--- src/rtl/fwrx_pkg.sv ---
package fwrx_pkg;

  // Receive state of the deframer
  typedef enum logic [1:0] {
    FR_IDLE = 2'd0,  // frame line high, edges ignored
    FR_RECV = 2'd1,  // collecting bits
    FR_OVER = 2'd2   // too many bits, frame will be discarded
  } fr_state_e;

endpackage

--- src/rtl/fwrx_sync.sv ---
module fwrx_sync #(
  parameter int          WIDTH   = 3,
  parameter int          STAGES  = 2,
  parameter logic [WIDTH-1:0] RST_VAL = '1
) (
  input  logic             clk,
  input  logic             rst,
  input  logic [WIDTH-1:0] d,
  output logic [WIDTH-1:0] q
);

  logic [WIDTH-1:0] stage_q [STAGES];

  for (genvar g = 0; g < STAGES; g++) begin : g_stage
    if (g == 0) begin : g_first
      always_ff @(posedge clk) begin
        if (rst) stage_q[g] <= RST_VAL;
        else     stage_q[g] <= d;
      end
    end else begin : g_next
      always_ff @(posedge clk) begin
        if (rst) stage_q[g] <= RST_VAL;
        else     stage_q[g] <= stage_q[g-1];
      end
    end
  end

  assign q = stage_q[STAGES-1];

endmodule

--- src/rtl/fwrx_deframer.sv ---
module fwrx_deframer
  import fwrx_pkg::*;
#(
  parameter int WORD_W = 16
) (
  input  logic              clk,
  input  logic              rst,
  input  logic              sclk_s,
  input  logic              fs_n_s,
  input  logic              sdat_s,
  output logic              word_vld,
  output logic [WORD_W-1:0] word_q
);

  localparam int CNT_W = $clog2(WORD_W + 1);
  localparam logic [CNT_W-1:0] FULL_CNT = CNT_W'(WORD_W);

  logic              sclk_d;
  logic              fs_d;
  logic              sclk_fall;
  logic              fs_fall;
  logic              fs_rise;
  fr_state_e         state;
  logic [CNT_W-1:0]  bit_cnt;
  logic [WORD_W-1:0] shreg;

  always_ff @(posedge clk) begin
    if (rst) begin
      sclk_d <= 1'b1;
      fs_d   <= 1'b1;
    end else begin
      sclk_d <= sclk_s;
      fs_d   <= fs_n_s;
    end
  end

  assign sclk_fall = sclk_d & ~sclk_s;
  assign fs_fall   = fs_d & ~fs_n_s;
  assign fs_rise   = ~fs_d & fs_n_s;

  always_ff @(posedge clk) begin
    if (rst) begin
      state    <= FR_IDLE;
      bit_cnt  <= '0;
      shreg    <= '0;
      word_vld <= 1'b0;
      word_q   <= '0;
    end else begin
      word_vld <= 1'b0;
      if (fs_fall) begin
        state   <= FR_RECV;
        bit_cnt <= '0;
      end else if (fs_rise) begin
        if (state == FR_RECV && bit_cnt == FULL_CNT) begin
          word_vld <= 1'b1;
          word_q   <= shreg;
        end
        state   <= FR_IDLE;
        bit_cnt <= '0;
      end else if (sclk_fall && !fs_n_s && state == FR_RECV) begin
        if (bit_cnt == FULL_CNT) begin
          state <= FR_OVER;
        end else begin
          shreg   <= {shreg[WORD_W-2:0], sdat_s};
          bit_cnt <= bit_cnt + 1'b1;
        end
      end
    end
  end

endmodule

--- src/rtl/fwrx_regfile.sv ---
module fwrx_regfile #(
  parameter int ADDR_W = 4,
  parameter int DATA_W = 8,
  parameter int CTRL_W = 4
) (
  input  logic                       clk,
  input  logic                       rst,
  input  logic                       we,
  input  logic [CTRL_W-1:0]          wctrl,
  input  logic [ADDR_W-1:0]          waddr,
  input  logic [DATA_W-1:0]          wdata,
  output logic [(1<<ADDR_W)*DATA_W-1:0] reg_q,
  output logic [CTRL_W-1:0]          ctrl_q,
  output logic                       wr_strobe
);

  localparam int NUM_REGS = 1 << ADDR_W;

  logic [DATA_W-1:0] mem [NUM_REGS];

  always_ff @(posedge clk) begin
    if (rst) begin
      for (int i = 0; i < NUM_REGS; i++) mem[i] <= '0;
    end else if (we) begin
      mem[waddr] <= wdata;
    end
  end

  always_ff @(posedge clk) begin
    if (rst) begin
      ctrl_q    <= '0;
      wr_strobe <= 1'b0;
    end else begin
      wr_strobe <= we;
      if (we) ctrl_q <= wctrl;
    end
  end

  for (genvar g = 0; g < NUM_REGS; g++) begin : g_out
    assign reg_q[g*DATA_W +: DATA_W] = mem[g];
  end

endmodule

--- src/rtl/frame_word_rx.sv ---
module frame_word_rx #(
  parameter int CTRL_W      = 4,
  parameter int ADDR_W      = 4,
  parameter int DATA_W      = 8,
  parameter int SYNC_STAGES = 2
) (
  input  logic                          clk,
  input  logic                          rst,
  input  logic                          fs_n,
  input  logic                          sclk,
  input  logic                          sdat,
  output logic [(1<<ADDR_W)*DATA_W-1:0] reg_q,
  output logic [CTRL_W-1:0]             ctrl_q,
  output logic                          wr_strobe
);

  localparam int WORD_W = CTRL_W + ADDR_W + DATA_W;

  logic [2:0]        sync_q;
  logic              word_vld;
  logic [WORD_W-1:0] word;

  fwrx_sync #(
    .WIDTH   (3),
    .STAGES  (SYNC_STAGES),
    .RST_VAL (3'b011)
  ) u_sync (
    .clk (clk),
    .rst (rst),
    .d   ({sdat, fs_n, sclk}),
    .q   (sync_q)
  );

  fwrx_deframer #(
    .WORD_W (WORD_W)
  ) u_deframer (
    .clk      (clk),
    .rst      (rst),
    .sclk_s   (sync_q[0]),
    .fs_n_s   (sync_q[1]),
    .sdat_s   (sync_q[2]),
    .word_vld (word_vld),
    .word_q   (word)
  );

  fwrx_regfile #(
    .ADDR_W (ADDR_W),
    .DATA_W (DATA_W),
    .CTRL_W (CTRL_W)
  ) u_regfile (
    .clk       (clk),
    .rst       (rst),
    .we        (word_vld),
    .wctrl     (word[WORD_W-1 -: CTRL_W]),
    .waddr     (word[DATA_W +: ADDR_W]),
    .wdata     (word[DATA_W-1:0]),
    .reg_q     (reg_q),
    .ctrl_q    (ctrl_q),
    .wr_strobe (wr_strobe)
  );

endmodule

--- config.mk ---
export PLATFORM = sky130hd
export DESIGN_NAME = frame_word_rx
export DESIGN_NICKNAME = d
export VERILOG_FILES = /design/src/rtl/fwrx_pkg.sv /design/src/rtl/fwrx_sync.sv /design/src/rtl/fwrx_deframer.sv /design/src/rtl/fwrx_regfile.sv /design/src/rtl/frame_word_rx.sv
export SDC_FILE = /design/constraint.sdc
export NUM_CORES = 1
export LEC_CHECK = 0
export ABC_AREA = 1
export BUFFER_PORTS_ARGS = -buffer_cell sky130_fd_sc_hd__buf_2
export CORE_ASPECT_RATIO = 1.25
export CORE_MARGIN = 2
export CORE_UTILIZATION = 49
export DETAILED_ROUTE_END_ITERATION = 16
export GPL_ROUTABILITY_DRIVEN = 0
export HOLD_SLACK_MARGIN = 0.08
export PLACE_DENSITY = 0.75
export SYNTH_ARGS = -nofsm -noshare
export SYNTH_HDL_FRONTEND = slang
export SYNTH_SLANG_ARGS = --single-unit
--- constraint.sdc ---
create_clock -name clk -period 1.6 [get_ports clk]
set_input_delay 0.08 -clock clk [delete_from_list [all_inputs] [get_ports clk]]
set_output_delay 0.08 -clock clk [all_outputs]
set_load 0.01 [all_outputs]
Word-level counts from Yosys, hierarchy flattened
Memory sizes are Yosys's and may differ from the RTL's.
Index checks and enable logic that the tools add are counted.
Widths: inputs -> output; s select.
- bits in registers: 47
- RAM bits: 134
- input bits: 5
- output and inout port bits: 133
- word-level logic and storage cells: 56
- memories kept: 2
- add/sub/neg operators: 1
- equal/unequal tests: 2
- multiplexer cells: 16
- bitwise gates (word level): 11
- reduce and logical (&&, ||, !) cells: 14
- memory list (memory ; words ; bits a word ; rd ports ; clocked after memory_dff ; wr ports ; RTL line ; RTL):
    u_regfile.mem ; 16 ; 8 ; 16 ; 0 ; 16 ; fwrx_regfile.sv:19 ; logic [DATA_W-1:0] mem [NUM_REGS];
    u_sync.stage_q ; 2 ; 3 ; 2 ; 0 ; 2 ; fwrx_sync.sv:12 ; logic [WIDTH-1:0] stage_q [STAGES];
- operators with widths (cell ; count):
    $mux 1 ; 12
    $mux 8 ; 1
    $reduce_or 8->1 ; 1
    $mux 3 ; 2
    $not 1->1 ; 6
    $reduce_and 2->1 ; 3
    $reduce_bool 3->1 ; 2
    $reduce_or 3->1 ; 2
    $add 5x1->5 const B ; 1
    $eq 5x5->1 const B ; 1
    $mux 4 ; 1
    $reduce_and 4->1 ; 1
    $and 1x1->1 ; 3
    $logic_and 1x1->1 ; 3
    $reduce_and 3->1 ; 1
    $eq 2x1->1 const B ; 1
    $or 1x1->1 ; 2
    $logic_not 1->1 ; 1

Depth between registers and ports, before layout
Gate-level depths: netlist of the first run.
An unclocked memory read counts as a cell.
- depth in word-level cells: 8
- depth in mapped cells: 10
- depth with buffers taken out: 9

Cells and area by module
From an unflattened synthesis of the first run, not the netlist that was laid out.
- cell total of the unflattened synthesis: 631
- area, all modules: 7165.6 µm²
- by module, submodules not included (module ; times used ; cells an instance ; area each (µm²) ; seq. area each (µm²)):
    fwrx_regfile ; 1 ; 341 ; 4964.8 ; 3943.8
    fwrx_deframer ; 1 ; 271 ; 2031.9 ; 840.8
    fwrx_sync ; 1 ; 19 ; 168.9 ; 120.1

Least setup slack after synthesis of the first run
Ideal clock, no wire load.
- kind: flip-flop to flip-flop
- from: register u_deframer.word_q[9]
- to: memory u_regfile.mem[2][0] (enable)
- setup time: 0.329 ns
- arrival time: 1.279 ns
- data required time: 1.271 ns
- setup slack: -0.008 ns
- stages on the path, launching flop included: 5
- path buffers: 0
- period minus slack after synthesis: 1.608 ns
- cells stage by stage: dfxtp_1 -> inv_1 -> nor2_1 -> nand2_2 -> nand2_1
- RTL lines (item ; RTL line ; RTL):
    start, declared ; fwrx_deframer.sv:12 ; output logic [WORD_W-1:0] word_q
    start signal, assigned ; fwrx_deframer.sv:56 ; word_q <= shreg;
    end, declared ; fwrx_regfile.sv:19 ;

==> flow_summary_export.csv, run 1 <==
group,metric,value,unit
cells_and_area,final_common_cell,"nor2_1",
place,dp_hpwl,10100,µm
cells_and_area,final_cell_mix,"nor2_1 (192), buf_2 (137), edfxtp_1 (128)",
place,pre_cts_ws,-0.0120,ns
clocking,cts_made_buffers,17,
critical_path,r2r_start,"u_deframer.word_q[11]",
clocking,clkSlewWorstSetupHoldPaths,0.07,ns
drt,drtPass1Iterations,5,
place,io_buffers,137,
critical_path,path_cells,"inv_2 > nor3_4 > buf_12 > nand2_4 > nand2_2",
logic_synthesis,netlist_area,6860,µm²
sta,fin_ws,0.0958,ns
floorplan,rows,48,
global_routing,grt_pass1_vias,4709,
sta,fin_worst_skew,0.0123,ns
power_and_ir_drop,ir_worst_vdd,786,µV
power_and_ir_drop,p_seq_share,53.8,%
cells_and_area,fin_util,62.8,%
status,status,"finished clean",
drt,routed_wirelength,14600,µm
global_routing,track_usage,20.3,%
cells_and_area,final_nets,790,
clocking,root_buffer,"clkbuf_16",
sta,rsz0062_at_grt,"false",
sta,hold_ws,0.129,ns
drt,wl_per_cell,15.1,µm
floorplan,die_area,15000,µm²
critical_path,crit_buf_inv,2,
global_routing,grt_max_degree,42,
critical_path,critPathTopFamily,"flip-flops",
floorplan,core,13800,µm²
critical_path,worst-path-max-fanout,9,
min_path,worstHoldPathType,"input port to register",
power_and_ir_drop,switching_share,22.2,%
sta,finalWorstPathRequiredPeriod,1.50,ns
global_routing,grtUsageMet2,35.7,%
logic_synthesis,synth.avg_cell_area,11.2,µm²
flow_run,drv_cap,0,
cells_and_area,n_fill_cell,1024,
logic_synthesis,yosysUniqueCellTypes,24,
global_routing,antenna_found_initial,0,
clocking,insertion_delay,0.43,ns
critical_path,cpPeakStageDelay,0.47,ns
critical_path,crit_arrival,1.62,ns
drt,drt_iter0_markers,325,
power_and_ir_drop,switching_power,2.13,mW
critical_path,rrSetupSlack,0.1,ns
logic_synthesis,synth_nets,624,
clocking,htree_levels,4,
logic_synthesis,synth-seq-area-share,71.5,%
drt,vias,4891,
global_routing,globalRoute.busiestLayer,"met2",
global_routing,use_met3,5.94,%
critical_path,r2r_cells,5,
clocking,cts_tree,"done",
logic_synthesis,synth_seq_cells,181,
min_path,holdPathStages,4,
clocking,numClockSinks,181,
critical_path,crit_required,1.72,ns
power_and_ir_drop,pwr_density_cell,1110,nW/µm²
global_routing,grt_overflow,0,
critical_path,reg2reg_to,"u_regfile.mem[15][6]",
floorplan,die_h,136,µm
critical_path,worst-path-stages,5,
drt,drtAntennaViolNets,0,
floorplan,initial_core_util,49.9,%
cells_and_area,antenna_cells,0,
cells_and_area,area_delta_synth_final,25.9,%
critical_path,crit_type,"register to register",
sta,hold_viol,0,
sta,period_share,94.0,%
floorplan,die_w,110,µm
sta,final-max-slew-violation-count,0,
logic_synthesis,synthCells,615,
power_and_ir_drop,cellLeakagePower,3.64,nW
sta,tns,0,ns
sta,max_slew_margin,61.9,%
global_routing,use_met1,21.3,%
power_and_ir_drop,clock_power_share,42.6,%
min_path,whs_endpoint,"u_regfile.wr_strobe",
critical_path,endpoint_kind,"register",
drt,avgViaCountPerCell,5.05,
power_and_ir_drop,finalPower,9.58,mW
critical_path,start_kind,"register",
critical_path,crit_slowest_cell,"dfxtp_1",
sta,final-setup-viol-count,0,
cells_and_area,drive_gt1_share,30.7,%
min_path,hold_start,"rst",
power_and_ir_drop,p_int,7.45,mW
global_routing,grt_pass1_wl,22400,µm
clocking,post_cts_buffers,0,
sta,worst_pin_slew,0.571,ns
drt,drc_errors,0,
logic_synthesis,yosys_warnings,0,
floorplan,io_pins,138,
power_and_ir_drop,combPwrFrac,3.6,%
sta,timing.fmax,0.665,GHz
clocking,clockBufferDepth,2,
## sequential cells by signal, summed over array words and instances (netlist names), 2 cells and up
register / flops
u_regfile.mem: 128
u_sync.stage_q: 6
u_deframer.word_q: 16
u_deframer.shreg: 16
u_deframer.state: 2
u_regfile.ctrl_q: 4
u_deframer.bit_cnt: 5
## worst min-delay path, cell delays in order
cell and delay (ns):
buf_2 0.09, inv_1 0.07, nand2_2 0.20, inv_1 0.06
## worst max-delay path by stage
stage / start / end / slack, ns
CTS: u_deframer.word_q[8] / u_regfile.mem[1][0] / 0.0004
global route: u_deframer.word_vld / u_regfile.mem[1][2] / 0.003
finish: u_deframer.word_q[11] / u_regfile.mem[15][6] / 0.1
global placement: u_deframer.word_q[11] / u_regfile.mem[8][7] / 0.04
floorplan: u_deframer.word_q[9] / u_regfile.mem[2][0] / -0.008
detailed placement: u_deframer.word_q[11] / u_regfile.mem[13][0] / -0.01
## kinds of logic after synthesis
| group | after synthesis | share of synthesized area [%] |
|---|---|---|
| xor gates and xnor gates | 1 | 0.128 |
| adders and majority gates | 4 | 0.730 |
| buffers and inverters | 88 | 5.09 |
| AOI/OAI and AO/OA | 27 | 1.97 |
| DFF | 181 | 71.5 |
| and+or+nand+nor | 314 | 20.6 |
## final cells by class
type / instances / area (µm²) / area share [%]
Sequential cell: 181 / 4900 / 56.8
Multi-Input combinational cell: 346 / 1650 / 19.1
Timing Repair Buffer: 172 / 1040 / 12.0
Clock buffer: 17 / 425 / 4.92
Inverter: 63 / 239 / 2.77
Tap cell: 175 / 219 / 2.53
Clock inverter: 15 / 159 / 1.84
## layer usage
| metal | vias to the layer above | wire, µm |
|---|---|---|
| met5 | - | 0 |
| met1 | 2277 | 5310 |
| met4 | 0 | 508 |
| met3 | 37 | 1170 |
| li1 | 2333 | - |
| met2 | 244 | 7640 |
## power groups by stage
stage / clock network [mW] / logic, mW / registers (mW)
detailed placement: 0 / 0.325 / 5.26
floorplan: 0 / 0.114 / 5.31
CTS: 4.14 / 0.342 / 5.16
global placement: 0 / 0.321 / 5.26
finish: 4.08 / 0.342 / 5.16
global route: 4.32 / 0.380 / 5.16
## cells in the mapped netlist (all sizes together)
cell type,instances,area [µm²]
clkinv,1,5.00
clkbuf,14,52.6
a21oi,7,35.0
dfxtp,53,1060
inv,62,233
nand3,10,60.1
buf,11,58.8
nand2,84,418
xor2,1,8.76
edfxtp,128,3840
nand4,18,113
ha,4,50.1
or2,4,25.0
nor3,5,70.1
nor2,193,727
o21ai,20,100
## per-stage QoR
| stage | std cells | instance area, µm² |
|---|---|---|
| 2_1_floorplan | 615 | 6870 |
| 3_3_place_gp | 930 | 7950 |
| 3_5_place_dp | 930 | 7950 |
| 4_1_cts | 969 | 8620 |
| 5_1_grt | 969 | 8640 |
| 6_report | 969 | 8640 |
## repair_timing
action,CTS,global route
setup endpoints to repair,43,39
endpoints found under the hold margin,7,0
hold buffers,7,0
gates resized for setup,7,10
(Power assumes the default switching activity.)
==> run 2: changes to the inputs <==
Settings changed: BUFFER_PORTS_ARGS -buffer_cell sky130_fd_sc_hd__buf_2 to -buffer_cell sky130_fd_sc_hd__clkbuf_2.
==> flow_summary_export.csv, run 2 (synthesis results as in run 1) <==
group,metric,value,unit
critical_path,crit_arrival,1.63,ns
cells_and_area,antenna_cells,0,
sta,worst_pin_slew,0.338,ns
sta,final-setup-viol-count,0,
floorplan,die_h,136,µm
power_and_ir_drop,finalPower,9.44,mW
critical_path,critPathTopFamily,"flip-flops",
global_routing,grt_overflow,0,
clocking,cts_tree,"done",
sta,hold_viol,0,
clocking,htree_levels,4,
drt,avgViaCountPerCell,5.02,
cells_and_area,top_regs,"u_regfile.mem (128), u_deframer.shreg (16), u_deframer.word_q (16)",
drt,drtPass1Iterations,5,
critical_path,worst-path-max-fanout,9,
global_routing,grt_pass1_vias,4761,
cells_and_area,final_cell_mix,"nor2_1 (192), clkbuf_2 (137), edfxtp_1 (128)",
critical_path,cpPeakStageDelay,0.48,ns
clocking,root_buffer,"clkbuf_16",
place,dp_hpwl,10300,µm
clocking,clockBufferDepth,2,
floorplan,core,13800,µm²
cells_and_area,n_fill_cell,1024,
place,io_buffers,137,
sta,fin_worst_skew,0.0121,ns
critical_path,crit_slowest_cell,"dfxtp_1",
power_and_ir_drop,pwr_density_cell,1090,nW/µm²
cells_and_area,final_common_cell,"nor2_1",
cells_and_area,final_nets,796,
drt,drc_errors,0,
sta,period_share,94.0,%
drt,routed_wirelength,15000,µm
status,status,"finished clean",
cells_and_area,largest_reg_flops,128,
sta,finalWorstPathRequiredPeriod,1.50,ns
sta,max_slew_margin,77.4,%
drt,wl_per_cell,15.4,µm
floorplan,io_pins,138,
global_routing,grt_max_degree,56,
clocking,numClockSinks,181,
critical_path,endpoint_kind,"register",
cells_and_area,multi_input_area,1660,µm²
min_path,worstHoldPathType,"input port to register",
critical_path,path_cells,"inv_2 > nor3_4 > buf_12 > nand2_4 > nand2_2",
power_and_ir_drop,ir_worst_vdd,658,µV
critical_path,crit_type,"register to register",
global_routing,track_usage,20.8,%
floorplan,initial_core_util,49.9,%
cells_and_area,fin_util,63.0,%
flow_run,drv_cap,0,
clocking,clkSlewWorstSetupHoldPaths,0.07,ns
clocking,insertion_delay,0.43,ns
floorplan,die_area,15000,µm²
critical_path,start_kind,"register",
power_and_ir_drop,cellLeakagePower,3.62,nW
cells_and_area,seqCellArea,4900,µm²
drt,drt_iter0_markers,386,
critical_path,crit_buf_inv,2,
global_routing,antenna_found_initial,0,
drt,drtAntennaViolNets,0,
cells_and_area,area_delta_synth_final,26.3,%
floorplan,die_w,110,µm
cells_and_area,drive_gt1_share,31.4,%
place,dp_cells,935,
critical_path,crit_required,1.72,ns
clocking,cts_made_buffers,17,
drt,vias,4899,
sta,final-max-slew-violation-count,0,
cells_and_area,final_cell_count_no_fill,975,
global_routing,grt_pass1_wl,23100,µm
cells_and_area,largest-register,"u_regfile.mem",
floorplan,rows,48,
sta,timing.fmax,0.665,GHz
## run 2: cell count changes in the layout (fill, tap and decap cells not counted), sizes merged
cell | previous run | this run
buf | 165 | 34
bufinv | 1 | 0
clkbuf | 17 | 155
clkinv | 4 | 5
clkinvlp | 1 | 2
inv | 72 | 70
## run 2: worst paths after layout
path | startpoint | to | slack, ns | cells past startpoint
setup / recovery | u_deframer.word_q[11] | u_regfile.mem[12][4] | 0.1 | 5
hold reg to reg | u_sync.stage_q[0][2] | u_sync.stage_q[1][2] | 0.40 | 2
setup reg to reg | u_deframer.word_q[11] | u_regfile.mem[12][4] | 0.1 | 5
hold / removal | rst | u_regfile.wr_strobe | 0.15 | 4
## run 2: final cells by class
cell class | instances | share of cell area, %
sequential | 181 | 56.6
clock buffer | 18 | 4.95
timing repair buffer | 178 | 12.4
tap | 175 | 2.53
multi-input combinational | 346 | 19.2
clock inverter | 14 | 1.57
inverter | 63 | 2.76
## run 2: power breakdown
part | internal, mW | switching (mW) | total, mW | leakage, nW
combinational | 0.123 | 0.221 | 0.344 | 1.60
clock | 2.06 | 1.87 | 3.93 | 0.273
sequential | 5.11 | 0.0477 | 5.16 | 1.75
## run 2: what timing repair did
action,CTS,global route
hold buffers,7,0
buffers inserted,0,1
hold endpoints to repair,7,0
pin swaps,0,1
resized for setup,4,12
endpoints found under the setup margin,27,86
## run 2: worst min-delay path, stage by stage
cell      delay (ns)
clkbuf_2        0.09
inv_1           0.08
nand2_2         0.21
inv_1           0.06
## run 2: stage by stage
step | area (µm²) | setup slack [ns] | hold WS [ns] | TNS, ns
final | 8670 | 0.0956 | 0.153 | 0
after global placement | 7980 | 0.0461 | 0.266 | 0
after detailed placement | 7980 | -0.00419 | 0.273 | -0.0333
after CTS | 8620 | 0.000137 | 0.153 | 0
after global routing | 8670 | -0.00108 | 0.196 | -0.00108
after floorplan | 6870 | -0.00812 | 0.184 | -0.269
## run 2: metal layers
layer,GRT usage [%],up-vias,share of wire (%)
met2,37.8,244,53
met1,22.8,2275,37
met4,9.77,0,3.1
met3,4.22,40,6.9
met5,0,-,0
li1,-,2340,-
